===== src/rtl/isc_pkg.sv =====
package isc_pkg;
  localparam int SRC_N  = 4;
  localparam int ADDR_W = 2;

  typedef enum logic [ADDR_W-1:0] {
    SEL_EN   = 2'd0,
    SEL_DISC = 2'd1,
    SEL_REQ  = 2'd2,
    SEL_NONE = 2'd3
  } regSel_t;

  typedef struct packed {
    logic             enWr;
    logic             discWr;
    logic             reqWr;
    logic [SRC_N-1:0] wrBits;
    regSel_t          rdSel;
  } ctrlStrobes_t;
endpackage


===== src/rtl/isc_ctrl.sv =====
module isc_ctrl
  import isc_pkg::*;
(
  input  logic              wrEn,
  input  logic [ADDR_W-1:0] addr,
  input  logic [SRC_N-1:0]  wrData,
  output ctrlStrobes_t      strobes
);
  regSel_t sel;

  always_comb begin
    sel = regSel_t'(addr);
    strobes        = '0;
    strobes.rdSel  = sel;
    strobes.wrBits = wrData;
    strobes.enWr   = wrEn && (sel == SEL_EN);
    strobes.discWr = wrEn && (sel == SEL_DISC);
    strobes.reqWr  = wrEn && (sel == SEL_REQ);
  end
endmodule


===== src/rtl/isc_datapath.sv =====
module isc_datapath
  import isc_pkg::*;
(
  input  logic             clk,
  input  logic             rstN,
  input  ctrlStrobes_t     strobes,
  input  logic [SRC_N-1:0] evtPulse,
  output logic [SRC_N-1:0] rdData,
  output logic             irqOut
);
  logic [SRC_N-1:0] enReg;
  logic [SRC_N-1:0] discReg;
  logic [SRC_N-1:0] reqReg;

  for (genvar i = 0; i < SRC_N; i++) begin : g_src
    // discrimination bit: event has priority over a clearing write
    always_ff @(posedge clk) begin
      if (!rstN)                                      discReg[i] <= 1'b0;
      else if (evtPulse[i])                           discReg[i] <= 1'b1;
      else if (strobes.discWr && !strobes.wrBits[i])  discReg[i] <= 1'b0;
    end

    // request bit: gated by enable, event beats clear
    always_ff @(posedge clk) begin
      if (!rstN)                                      reqReg[i] <= 1'b0;
      else if (evtPulse[i] && enReg[i])               reqReg[i] <= 1'b1;
      else if (strobes.reqWr && !strobes.wrBits[i])   reqReg[i] <= 1'b0;
    end

    always_ff @(posedge clk) begin
      if (!rstN)             enReg[i] <= 1'b0;
      else if (strobes.enWr) enReg[i] <= strobes.wrBits[i];
    end

    p_evt_sets_disc_r3: assert property (@(posedge clk) disable iff (!rstN)
      evtPulse[i] |=> discReg[i]);

    p_masked_req_stable_r4: assert property (@(posedge clk) disable iff (!rstN)
      (evtPulse[i] && !enReg[i] && !strobes.reqWr) |=> $stable(reqReg[i]));

    p_enabled_evt_req_r5: assert property (@(posedge clk) disable iff (!rstN)
      (evtPulse[i] && enReg[i]) |=> reqReg[i]);

    p_disc_clear_r6: assert property (@(posedge clk) disable iff (!rstN)
      (strobes.discWr && !strobes.wrBits[i] && !evtPulse[i]) |=> !discReg[i]);

    p_disc_rise_cause_r8: assert property (@(posedge clk) disable iff (!rstN)
      $rose(discReg[i]) |-> $past(evtPulse[i]));
  end

  always_comb begin
    unique case (strobes.rdSel)
      SEL_EN:   rdData = enReg;
      SEL_DISC: rdData = discReg;
      SEL_REQ:  rdData = reqReg;
      default:  rdData = '0;
    endcase
  end

  assign irqOut = |reqReg;
endmodule


===== src/rtl/irq_source_capture.sv =====
module irq_source_capture
  import isc_pkg::*;
(
  input  logic              clk,
  input  logic              rstN,
  input  logic              wrEn,
  input  logic [ADDR_W-1:0] addr,
  input  logic [SRC_N-1:0]  wrData,
  output logic [SRC_N-1:0]  rdData,
  input  logic [SRC_N-1:0]  evtPulse,
  output logic              irqOut
);
  ctrlStrobes_t strobes;

  isc_ctrl ctrl_i (
    .wrEn    (wrEn),
    .addr    (addr),
    .wrData  (wrData),
    .strobes (strobes)
  );

  isc_datapath dp_i (
    .clk      (clk),
    .rstN     (rstN),
    .strobes  (strobes),
    .evtPulse (evtPulse),
    .rdData   (rdData),
    .irqOut   (irqOut)
  );

  p_irq_low_after_reset_r1: assert property (@(posedge clk)
    !rstN |=> !irqOut);
endmodule


===== config.mk =====
export PLATFORM = sky130hd
export DESIGN_NAME = irq_source_capture
export DESIGN_NICKNAME = d
export VERILOG_FILES = /design/src/rtl/isc_pkg.sv /design/src/rtl/isc_ctrl.sv /design/src/rtl/isc_datapath.sv /design/src/rtl/irq_source_capture.sv
export SDC_FILE = /design/constraint.sdc
export NUM_CORES = 1
export LEC_CHECK = 0
export ABC_AREA = 1
export CAP_MARGIN = 20
export CORE_UTILIZATION = 30
export DETAILED_ROUTE_END_ITERATION = 12
export PLACE_DENSITY = 0.66
export SETUP_SLACK_MARGIN = 0.4
export SLEW_MARGIN = 20
export SYNTH_ARGS = -nofsm -noshare
export SYNTH_HDL_FRONTEND = slang
export SYNTH_SLANG_ARGS = --single-unit

===== constraint.sdc =====
create_clock -name clk -period 0.8 [get_ports clk]
set_input_delay 0.16 -clock clk [delete_from_list [all_inputs] [get_ports clk]]
set_output_delay 0.16 -clock clk [all_outputs]
set_load 0.02 [all_outputs]

# Word level (Yosys, flattened, before mapping)
# Index checks and enable logic that the tools add are counted.
# classes
n_eq_ne	2
n_mux	17
n_reduce_logical	29
# op_table
operator	count
$mux 1	16
$reduce_bool 2->1	8
$logic_and 1x1->1	15
$pmux 4 s3	1
$logic_not 1->1	4
$reduce_or 4->1	1
$eq 2x1->1 const B	1
$eq 2x2->1 const B	1
$logic_not 2->1	1
# word_totals
reg_bits	12
in_bits	13
elab_cells	60

# Longest topological paths before layout
# logic_depth
word_depth	5
mapped_depth	5
mapped_depth_nobuf	5

# Cells and area by module
# Synthesis repeated with hierarchy kept, for this count alone.
# hier_totals
hier_cells	92
area_unflattened_um2	600.6
# by_module_without_submodules
mod	instances	cells_each	area_per_inst_um2	seq_area_each_um2
isc_datapath	1	79	529.3	240.2
isc_ctrl	1	13	71.3	0.0

# Worst setup path before layout
# Ideal clock, no wire load.
# synth_path
path_type	input-to-output
start	input port addr[0]
end	output port rdData[0]
arrival_ns	0.563
required_ns	0.640
path_slack_ns	0.077
cell_stages	4
path_buffers	0
cell_sequence	inv_2 nor2_2 nand2_1 nand3_1
# synth_via
elab_chain_len	2
elab_cells_between_ends	4
classes_between	eq/ne (2); mux (1); reduce/logical (1)
# synth_rtl
element	line_no	source
start: declaration	irq_source_capture.sv:7	input logic [ADDR_W-1:0] addr,
$eq 2x2->1 (tied with other cells)	isc_datapath.sv:52	unique case (strobes.rdSel)
$pmux 4 s3 *	isc_datapath.sv:52	
end: declaration	irq_source_capture.sv:9	output logic [SRC_N-1:0] rdData,
# Mark *: on every way between the ends. The rest lies on a longest branch, timed or not.

# Final worst setup path
# layout_path
start	register dp_i.reqReg[1]
end	output port irqOut
# layout_via
elab_chain_len	1
# layout_rtl
element	line_no	source
start: declaration	isc_datapath.sv:13	logic [SRC_N-1:0] reqReg;
start signal: indexed assignment	isc_datapath.sv:25	if (!rstN) reqReg[i] <= 1'b0;
start signal: indexed assignment	isc_datapath.sv:26	else if (evtPulse[i] && enReg[i]) reqReg[i] <= 1'b1;
start signal: indexed assignment	isc_datapath.sv:27	else if (strobes.reqWr && !strobes.wrBits[i]) reqReg[i] <= 1'b0;
$reduce_or 4->1	isc_datapath.sv:60	assign irqOut = |reqReg;
end: declaration	irq_source_capture.sv:11	output logic irqOut
# No other way between the ends.

==> flow_summary_export.csv <==
group,metric,value,unit
status,status,"finished with violations",
status,violations,"negative setup slack",
power_and_ir_drop,p_sw_share,27.2,%
layout,diodes,0,
detailed_routing,wire_per_inst,12.5,um
clocking,clock_latency,270,ps
global_route,grt.total_usage,19.8,%
detailed_routing,drt_iter0_drc,9,
logic_synthesis,synth_area_leader_cell,"dfxtp_1",
floorplanning,core,0.00178,mm2
timing,final_hold_viol_count,0,
logic_synthesis,ys_warn_count,0,
clocking,postCtsHoldBufs,0,
power_and_ir_drop,vdd_drop_max,850,uV
placement,place_ws,-1070,ps
layout,drive_gt1_share,62.9,%
layout,fill_cells,137,
clocking,cts_made_buffers,3,
critical_path,required,640,ps
timing,setup_violations,9,
clocking,htree_levels,1,
floorplanning,start_util,32.9,%
timing,max_slew_margin,85.6,%
critical_path,crit_path_end_kind,"output port",
global_route,grt_pass1_wl,2.88,mm
logic_synthesis,synthesis.area,587,um2
detailed_routing,firstDrtPassIters,4,
global_route,use_met1,24.4,%
floorplanning,die_x,46.2,um
global_route,grt_antenna_before_repair,0,
logic_synthesis,syn_inst,88,
global_route,grt_use_met3,3.53,%
timing,fin_ws,-260,ps
flow_run,maxCapViolCount,0,
logic_synthesis,syn-num-nets,101,
timing,final_max_slew_viol_count,0,
placement,io_buffers,17,
power_and_ir_drop,p_total,1550,uW
floorplanning,dieHeight,46.2,um
clocking,cts_buffer_depth,2,
clocking,cts_tree,"built",
global_route,use_met2,32.4,%
detailed_routing,vias,725,
logic_synthesis,syn_area_per_cell,6.67,um2
layout,layout_common_cells,"18 x buf_6, 13 x nand2_2, 11 x nand2_1, 9 x dfxtp_2, 8 x nand4_1",
timing,skew,2.41,ps
layout,final_core_util,65.8,%
layout,multi_input_area,414,um2
timing,timing.fmax,0.944,GHz
floorplanning,core.rowCount,15,
critical_path,critPathArrivalTime,900,ps
logic_synthesis,synth-seq-cells,12,
placement,hpwlAfterDp,1.22,mm
power_and_ir_drop,p_clk_share,30.5,%
power_and_ir_drop,p_leak,0.000531,uW
global_route,grt_pass1_vias,659,
global_route,grt_busiest_layer,"met2",
timing,fin_crit,1060,ps
timing,timing.setup.tns,-1420,ps
power_and_ir_drop,power_frac_comb,27.2,%
floorplanning,io_pins,18,
global_route,grt_start_max_net_pins,9,
power_and_ir_drop,power.density,1330,mW/mm2
detailed_routing,viasPerCell,4.87,
layout,nNetsFinal,138,
logic_synthesis,synthTopCellsByArea,"dfxtp_1 41%, nand2_1 16%, nand4_1 8.5%, a21oi_1 6.8%, nor2_1 6.4%",
power_and_ir_drop,net-switching-power,423,uW
power_and_ir_drop,pwr-share-seq,42.2,%
global_route,grt-ovfl-total,0,
critical_path,worstSetupStartpointType,"flop",
critical_path,worst-path-max-fanout,3,
layout,seqCellArea,263,um2
clocking,clock-root-buffer,"clkbuf_4",
critical_path,path_class,"flop to output port",
logic_synthesis,yosysTopAreaCellShare,40.9,%
floorplanning,dieArea,0.00214,mm2
power_and_ir_drop,internal_power,1130,uW
timing,fin_crit_sh,132,%
placement,place.gp.congestion,0.846,
layout,syn_to_final_growth,99.8,%
worst_hold_path,hold_class,"primary input to flop",
detailed_routing,drt-total-wl,1.87,mm
logic_synthesis,synth-seq-area-share,40.9,%
clocking,clock-sinks,12,
logic_synthesis,synth.distinct_cells,13,
timing,rsz0062_at_grt,"true",
detailed_routing,drc,0,
detailed_routing,ant_nets,0,
timing,worst_slew_pin_slew,215,ps
layout,final_common_cell,"buf_6",
clocking,clkTransAtPathRegs,80,ps
-- layer usage --
metal,vias to the layer above,share of wire (%)
met5,-,0
met4,0,1.4
met3,4,3.5
met2,24,49
met1,335,46
li1,362,-
-- stage by stage --
step                      hold slack (ps)  instance area, um2  std cells
after detailed placement              444                 937        142
final                                 276                1170        149
after CTS                             256                1100        149
after global placement                442                 937        142
after global routing                  271                1170        149
after floorplan                       291                 641         88
-- cell families (layout without fill, tap and decap cells) --
kind of cell | Yosys count | count (layout) | synth area share [%]
AND/OR/NAND/NOR | 51 | 51 | 40.3
buffers and inverters | 13 | 49 | 8.53
AO/OA/AOI/OAI | 12 | 12 | 10.2
flip-flops | 12 | 12 | 40.9
-- power by group through the flow --
stage	Sequential (uW)	Clock, uW	Combinational [uW]
2_1_floorplan	662	0	144
6_report	656	475	423
4_1_cts	659	487	385
5_1_grt	661	525	456
3_3_place_gp	665	0	327
3_5_place_dp	666	0	330
-- state kept, by name, summed over array words and instances, names as in the netlist --
signal        count
dp_i.enReg        4
dp_i.discReg      4
dp_i.reqReg       4
-- cells in the mapped netlist (all sizes together) --
cell   instances
nand3          4
nand4          8
o21ai          4
a21oi          8
nand2         26
dfxtp         12
inv           12
buf            1
nor2          13
-- what timing repair did --
item                                    CTS  global route
endpoints found under the setup margin   17            17
setup buffers                             2             0
endpoints found under the hold margin     0             0
cloned                                    1             0
gates resized for setup                  87            24
pin swaps                                16            12
-- path summary, 6_finish.rpt --
check             startpoint         endpoint  slack, ps  cells past startpoint
min reg2reg  dp_i.discReg[3]  dp_i.discReg[3]        450                      2
max           dp_i.reqReg[1]           irqOut       -260                      3
max reg2reg    dp_i.enReg[1]    dp_i.enReg[1]        100                      3
min                wrData[2]    dp_i.enReg[2]        280                      3
-- final cells by class --
| class | instances | area share [%] |
|---|---|---|
| multi-input cells | 63 | 35.3 |
| repair buffers | 33 | 32.0 |
| flip-flops and latches | 12 | 22.4 |
| inverters | 12 | 4.48 |
| clock buffers | 4 | 3.09 |
| well taps | 25 | 2.67 |
-- critical path: stages, from the launching register on --
cell,delay [ps]
dfxtp_4,360
nor2_4,100
nand2_2,50
buf_6,120
Power figures use the tool's default switching activity.
